## config.mk

```make
export PLATFORM = sky130hd
export DESIGN_NAME = addr_pin_decoder
export DESIGN_NICKNAME = d
export VERILOG_FILES = /design/src/rtl/addr_dec_pkg.sv /design/src/rtl/bus_window_tracker.sv /design/src/rtl/tie_classifier.sv /design/src/rtl/addr_assembler.sv /design/src/rtl/addr_pin_decoder.sv
export SDC_FILE = /design/constraint.sdc
export NUM_CORES = 1
export LEC_CHECK = 0
export BUFFER_PORTS_ARGS = -buffer_cell sky130_fd_sc_hd__buf_4
export CAP_MARGIN = 20
export CORE_MARGIN = 10
export CORE_UTILIZATION = 35
export DETAILED_ROUTE_END_ITERATION = 12
export PLACE_DENSITY = 0.65
export SLEW_MARGIN = 20
export SYNTH_ARGS = -nofsm -noshare
export SYNTH_HDL_FRONTEND = slang
export SYNTH_HIERARCHICAL = 1
export SYNTH_SLANG_ARGS = --single-unit
export TNS_END_PERCENT = 30
```

## constraint.sdc

```tcl
create_clock -name clk -period 1.7 [get_ports clk]
set_clock_uncertainty 0.2 [all_clocks]
set_input_delay 0.17 -clock clk [delete_from_list [all_inputs] [get_ports clk]]
set_output_delay 0.17 -clock clk [all_outputs]
set_load 0.05 [all_outputs]
```

## src/rtl/addr_dec_pkg.sv

```systemverilog
`timescale 1ns/1ps
package addr_dec_pkg;

   localparam int TIE_CODE_W = 2;

   typedef enum logic [TIE_CODE_W-1:0] {
      TIE_GND    = 2'b00,
      TIE_SUPPLY = 2'b01,
      TIE_SCL    = 2'b10,
      TIE_SDA    = 2'b11
   } tie_code_e;

   // Final verdict for one pin from its window history.
   function automatic tie_code_e resolve_tie(
      input logic followed_scl,
      input logic followed_sda,
      input logic saw_high,
      input logic saw_low,
      input logic lines_split,
      input logic last_level
   );
      logic toggled;
      toggled = saw_high & saw_low;
      if (followed_scl && toggled && lines_split)
         return TIE_SCL;
      else if (followed_sda && toggled && lines_split)
         return TIE_SDA;
      else if (last_level)
         return TIE_SUPPLY;
      else
         return TIE_GND;
   endfunction

endpackage

```

## src/rtl/bus_window_tracker.sv

```systemverilog
`timescale 1ns/1ps
module bus_window_tracker (
   input  logic clk,
   input  logic rst_n,
   input  logic scl,
   input  logic sda,
   input  logic xfer_active,
   output logic win_close,
   output logic lines_split,
   output logic resolved
);

   logic act_q;
   logic split_q;
   logic resolved_q;

   assign win_close   = act_q & ~xfer_active;
   assign lines_split = split_q;
   assign resolved    = resolved_q;

   always_ff @(posedge clk or negedge rst_n) begin
      if (!rst_n) begin
         act_q      <= 1'b0;
         split_q    <= 1'b0;
         resolved_q <= 1'b0;
      end else begin
         act_q <= xfer_active;
         if (win_close) begin
            split_q    <= 1'b0;
            resolved_q <= 1'b1;
         end else if (xfer_active && (scl != sda)) begin
            split_q <= 1'b1;
         end
      end
   end

endmodule

```

## src/rtl/tie_classifier.sv

```systemverilog
`timescale 1ns/1ps
module tie_classifier
   import addr_dec_pkg::*;
(
   input  logic                  clk,
   input  logic                  rst_n,
   input  logic                  scl,
   input  logic                  sda,
   input  logic                  xfer_active,
   input  logic                  win_close,
   input  logic                  lines_split,
   input  logic                  resolved,
   input  logic                  pin,
   output logic [TIE_CODE_W-1:0] code
);

   logic      follow_scl_q;
   logic      follow_sda_q;
   logic      saw_high_q;
   logic      saw_low_q;
   logic      last_lvl_q;
   tie_code_e code_q;

   always_ff @(posedge clk or negedge rst_n) begin
      if (!rst_n) begin
         follow_scl_q <= 1'b1;
         follow_sda_q <= 1'b1;
         saw_high_q   <= 1'b0;
         saw_low_q    <= 1'b0;
         last_lvl_q   <= 1'b0;
         code_q       <= TIE_GND;
      end else if (win_close) begin
         code_q       <= resolve_tie(follow_scl_q, follow_sda_q, saw_high_q,
                                     saw_low_q, lines_split, last_lvl_q);
         follow_scl_q <= 1'b1;
         follow_sda_q <= 1'b1;
         saw_high_q   <= 1'b0;
         saw_low_q    <= 1'b0;
      end else if (xfer_active) begin
         follow_scl_q <= follow_scl_q & (pin == scl);
         follow_sda_q <= follow_sda_q & (pin == sda);
         saw_high_q   <= saw_high_q | pin;
         saw_low_q    <= saw_low_q | ~pin;
         last_lvl_q   <= pin;
      end
   end

   // Before any result exists a pin is only visible as a static level.
   always_comb begin
      if (resolved)
         code = code_q;
      else
         code = {1'b0, pin};
   end

endmodule

```

## src/rtl/addr_assembler.sv

```systemverilog
`timescale 1ns/1ps
module addr_assembler
   import addr_dec_pkg::*;
#(
   parameter int                  PIN_COUNT = 2,
   parameter int                  PREFIX_W  = 3,
   parameter logic [PREFIX_W-1:0] PREFIX    = 3'b110,
   localparam int                 CODES_W   = PIN_COUNT * TIE_CODE_W,
   localparam int                 ADDR_W    = PREFIX_W + CODES_W
) (
   input  logic [CODES_W-1:0]   codes,
   output logic [ADDR_W-1:0]    addr,
   output logic [PIN_COUNT-1:0] pu_en
);

   assign addr = {PREFIX, codes};

   for (genvar g = 0; g < PIN_COUNT; g++) begin : g_pullup
      // Ground tie is the only choice that leaves the group without pullups.
      assign pu_en[g] = (codes[g*TIE_CODE_W +: TIE_CODE_W] != TIE_GND);
   end

endmodule

```

## src/rtl/addr_pin_decoder.sv

```systemverilog
`timescale 1ns/1ps
module addr_pin_decoder
   import addr_dec_pkg::*;
#(
   parameter int                  PIN_COUNT = 2,
   parameter int                  PREFIX_W  = 3,
   parameter logic [PREFIX_W-1:0] PREFIX    = 3'b110,
   localparam int                 CODES_W   = PIN_COUNT * TIE_CODE_W,
   localparam int                 ADDR_W    = PREFIX_W + CODES_W
) (
   input  logic                 clk,
   input  logic                 rst_n,
   input  logic                 scl,
   input  logic                 sda,
   input  logic                 xfer_active,
   input  logic [PIN_COUNT-1:0] tie_pin,
   output logic [ADDR_W-1:0]    addr,
   output logic [PIN_COUNT-1:0] pu_en
);

   if (PIN_COUNT < 1) begin : g_bad_pins
      $error("addr_pin_decoder: PIN_COUNT must be at least 1");
   end
   if (PREFIX_W < 1) begin : g_bad_prefix
      $error("addr_pin_decoder: PREFIX_W must be at least 1");
   end
   if (ADDR_W > 10) begin : g_bad_addr
      $error("addr_pin_decoder: address wider than 10 bits");
   end

   logic               win_close;
   logic               lines_split;
   logic               resolved;
   logic [CODES_W-1:0] codes;

   bus_window_tracker i_window (
      .clk         (clk),
      .rst_n       (rst_n),
      .scl         (scl),
      .sda         (sda),
      .xfer_active (xfer_active),
      .win_close   (win_close),
      .lines_split (lines_split),
      .resolved    (resolved)
   );

   for (genvar g = 0; g < PIN_COUNT; g++) begin : g_pin
      tie_classifier i_class (
         .clk         (clk),
         .rst_n       (rst_n),
         .scl         (scl),
         .sda         (sda),
         .xfer_active (xfer_active),
         .win_close   (win_close),
         .lines_split (lines_split),
         .resolved    (resolved),
         .pin         (tie_pin[g]),
         .code        (codes[g*TIE_CODE_W +: TIE_CODE_W])
      );
   end

   addr_assembler #(
      .PIN_COUNT (PIN_COUNT),
      .PREFIX_W  (PREFIX_W),
      .PREFIX    (PREFIX)
   ) i_assemble (
      .codes (codes),
      .addr  (addr),
      .pu_en (pu_en)
   );

endmodule

```

Yosys cells after proc, flatten, opt, wreduce, memory -nomap -nowiden
Cells that the tools add are included.
W data, S select, Z words.
{"block": "word_totals", "regBits": 17, "out_inout_bits": 9, "inputBits": 7}
{"block": "classes", "n_eq_ne": 5, "n_bitwise": 15, "muxes": 26, "reduce_logical": 14}
{"operator": "$mux W1", "n": 20}
{"operator": "$mux W2", "n": 6}
{"operator": "$logic_and A1 B1 Y1", "n": 9}
{"operator": "$reduce_bool A2 Y1", "n": 4}
{"operator": "$and A1 B1 Y1", "n": 7}
{"operator": "$eq A1 B1 Y1", "n": 4}
{"operator": "$not A1 Y1", "n": 4}
{"operator": "$or A1 B1 Y1", "n": 4}
{"operator": "$reduce_and A2 Y1", "n": 1}
{"operator": "$ne A1 B1 Y1", "n": 1}

Depth between registers and ports, before layout
{"block": "depth", "word_depth": 5, "depth_mapped": 4, "depth_no_buf": 4}

Hierarchy
The synthesis kept the hierarchy.
{"mod": "tie_classifier", "seq_area_each_um2": 177.7, "n_inst": 2, "cells_per_inst": 33, "area_each_um2": 336.6}
{"mod": "bus_window_tracker", "seq_area_each_um2": 75.1, "n_inst": 1, "cells_per_inst": 9, "area_each_um2": 123.9}
{"mod": "addr_assembler", "seq_area_each_um2": 0.0, "n_inst": 1, "cells_per_inst": 11, "area_each_um2": 72.6}

Least setup slack after synthesis
No wires, ideal clock.
{"block": "synth_path", "kind": "register to output", "start": "register i_window.resolved_q (netlist: i_window/resolved)", "end": "output pu_en[0]", "required_ns": 1.330, "path_stages_with_launch": 3, "path_slack_ns": 0.345, "arrival_ns": 0.985, "path_buffers": 0, "cell_sequence": "dfrtp_1 > o21ai_0 > or2_1"}
{"block": "synth_between", "elab_chain_cells": 2}
{"item": "start, declared", "line": "bus_window_tracker.sv:15", "source": "logic resolved_q;"}
{"item": "start signal, assigned", "line": "bus_window_tracker.sv:25", "source": "resolved_q <= 1'b0;"}
{"item": "start signal, assigned", "line": "bus_window_tracker.sv:30", "source": "resolved_q <= 1'b1;"}
{"item": "$mux W2", "line": "tie_classifier.sv:50", "source": "if (resolved)"}
{"item": "net codes[0]", "line": "addr_pin_decoder.sv:34", "source": "logic [CODES_W-1:0] codes;"}
{"item": "$reduce_bool A2 Y1", "line": "addr_assembler.sv:20", "source": "assign pu_en[g] = (codes[g*TIE_CODE_W +: TIE_CODE_W] != TIE_GND);"}
{"item": "end, declared", "line": "addr_pin_decoder.sv:18", "source": "output logic [PIN_COUNT-1:0] pu_en"}
The timed path passes the listed nets, and every way through them passes these cells.

Worst setup path after layout
{"block": "layout_path", "start": "register i_window.resolved_q (netlist: i_window/resolved)", "end": "output pu_en[0]"}
{"block": "layout_between", "elab_chain_cells": 2}
{"item": "$mux W2", "line": "tie_classifier.sv:50"}
{"item": "$reduce_bool A2 Y1", "line": "addr_assembler.sv:20"}
Every way passes these cells.

==> results.json <==
{
  "grt_pass1_vias": 597,
  "dr.pass1.iters": 4,
  "drv_slew": 0,
  "period_share": 0.9703,
  "syn-cell-area_um2": 869.6,
  "finish.net_count": 108,
  "dpl.cell_count": 122,
  "ir_drop_mv": 0.5131,
  "cts_made_buffers": 3,
  "worstSetupPathType": "flop to output port",
  "overflow": 0,
  "maxCapViolCount": 0,
  "leakage_nw": 0.4489,
  "ys_ff_latch": 17,
  "diodes": 0,
  "yosysSeqAreaShare": 0.4950,
  "clk_pin_slew_ns": 0.10,
  "root_buffer": "clkbuf_4",
  "syn_area_per_cell_um2": 10.11,
  "cp_max_fo": 7,
  "start_kind": "flop",
  "syn2layout_area_growth_pct": 19.28,
  "drcViolationCount": 0,
  "hold_viol": 0,
  "fin_ws_ns": 0.05055,
  "drt.antenna.violating_nets": 0,
  "wl_per_cell_um": 12.57,
  "antenna_found_initial": 0,
  "die-width_um": 69.85,
  "core-area_um2": 2432,
  "place_ws_ns": 0.3387,
  "yosys-top-cells-area": "dfrtp_1 (37%), dfstp_2 (12%), buf_4 (6.0%)",
  "fin_hold_ws_ns": 0.03395,
  "io_pins": 16,
  "tritoncts": "built",
  "max_freq_mhz": 606.3,
  "via_per_inst": 4.608,
  "hp-class": "primary input to flop",
  "synth_top_area_cell": "dfrtp_1",
  "io_buffers": 12,
  "grt_pass1_wl_mm": 2.670,
  "die_height_um": 69.85,
  "crit_required_ns": 1.33,
  "routed_wl_mm": 1.634,
  "outcome": "finished, final reports clean",
  "final_cell_count_no_fill": 130,
  "setup_viol_count_final": 0,
  "power_mw": 1.012,
  "finish.utilization": 0.4264,
  "grt_max_degree": 18,
  "yosys_warnings": 6,
  "cts_buffer_depth": 2,
  "fp-row-count": 18,
  "cp.arrival_ns": 1.28,
  "gp_congestion": 0.7557,
  "cts.sinks": 17,
  "finalCriticalPeriod_ns": 1.649,
  "post-dp-hpwl_mm": 1.223,
  "drive_gt1_frac": 0.3200,
  "cp-end-kind": "output port",
  "yosysTopAreaCellShare": 0.3741,
  "dieArea_um2": 4878,
  "grt_usage": 0.06661,
  "start_util": 0.3575,
  "htree_levels": 1,
  "synthCells": 86,
  "yosysUniqueCellTypes": 22,
  "num_vias": 599,
  "power_density_nw_per_um2": 975.7,
  "insertion_delay_ns": 0.29,
  "drt-initial-drc-count": 20
}
## sequential cells by signal, summed over array words and instances (netlist names)
signal and flops:
g_pin.i_class/code_q 4, g_pin.i_class/follow_scl_q 2, g_pin.i_class/follow_sda_q 2, g_pin.i_class/last_lvl_q 2, g_pin.i_class/saw_high_q 2, g_pin.i_class/saw_low_q 2, i_window/act_q 1, i_window/lines_split 1
i_window/resolved 1
## layer usage
| layer | up-vias | share of wire | routed length, um | GRT usage |
|---|---|---|---|---|
| li1 | 303 | - | - | - |
| met1 | 281 | 0.46 | 759 | 0.08066 |
| met2 | 13 | 0.46 | 755 | 0.09265 |
| met3 | 2 | 0.060 | 98 | 0.01860 |
| met4 | 0 | 0.013 | 21 | 0.05921 |
| met5 | - | 0 | 0 | 0 |
## worst max-delay path: stages, from the launching register on
cell and delay, ns:
dfrtp_2 0.46, nand2_1 0.07, o21ai_1 0.07, or2_1 0.24, buf_6 0.15
## synthesized netlist by cell type
library cell  count
dfstp_2           4
xnor2_1           4
nor2_1            6
nor2b_4           1
dfrtp_1          13
o211ai_1          2
buf_2             2
o32a_1            1
nand2b_1          6
a21oi_2           2
inv_1             6
a311oi_2          2
o21ai_0          10
nand2_1           2
conb_1            2
and2_1            2
nor2b_1           3
buf_4             7
a21oi_1           4
o31ai_1           2
and3_4            2
or2_1             3
## area by class of cell
type                    instances  area [um^2]
clock buffers                   4        26.28
fillers                       256         1395
inverters                       6        22.52
multi-input cells              55        366.6
flip-flops and latches         17        431.7
well taps                      30        37.54
repair buffers                 18        152.6
## logic make-up after synthesis
group,after synthesis,synth area share
other,2,0.008636
DFF,17,0.4950
and+or+nand+nor,25,0.1770
buffers and inverters,15,0.09784
AOI/OAI and AO/OA,23,0.1813
xor gates and xnor gates,4,0.04028
## stage by stage
stage | TNS (ns) | cell area, um^2
2_1_floorplan | 0 | 873.3
3_3_place_gp | 0 | 953.4
3_5_place_dp | 0 | 953.4
4_1_cts | 0 | 1020
5_1_grt | -0.008351 | 1037
6_report | 0 | 1037
## what timing repair did
| item | CTS | global route |
|---|---|---|
| setup endpoints to repair | 0 | 2 |
| endpoints found under the hold margin | 23 | 0 |
| resized for setup | 0 | 8 |
| buffers inserted | 0 | 0 |
| hold buffers | 4 | 0 |
## final timing paths
| path | startpoint | end | slack (ns) | cells after the start |
|---|---|---|---|---|
| worst max-delay path | i_window/resolved | pu_en[0] | 0.05 | 4 |
| worst max register to register | i_window/act_q | g_pin[1].i_class/code_q[0] | 0.36 | 5 |
| min in group asynchronous | rst_n | g_pin[1].i_class/code_q[0] | 0.07 | 2 |
| max in group asynchronous | rst_n | g_pin[0].i_class/follow_sda_q | 0.98 | 2 |
| worst min register to register | g_pin[1].i_class/follow_sda_q | g_pin[1].i_class/follow_sda_q | 0.31 | 2 |
| worst min-delay path | scl | g_pin[1].i_class/follow_scl_q | 0.03 | 4 |
## cells in the final DEF, fill, tap and decap left out, drive strengths merged
cell / instances
a21oi: 6
a311oi: 2
o32a: 1
nor2b: 4
and3: 2
dlygate4sd3: 4
dfstp: 4
o21ai: 10
nand2: 2
conb: 3
inv: 6
nand2b: 6
and2: 2
nor2: 6
buf: 14
xnor2: 4
o31ai: 2
o211ai: 2
or2: 3
dfrtp: 13
clkbuf: 4
## report_power, final
group | internal [mW] | switching (mW) | total, mW | leakage, nW
clock network | 0.0913 | 0.128 | 0.219 | 0.0150
logic | 0.115 | 0.186 | 0.302 | 0.237
registers | 0.460 | 0.0304 | 0.491 | 0.197
Note: power is estimated with default switching activity, not from simulation.
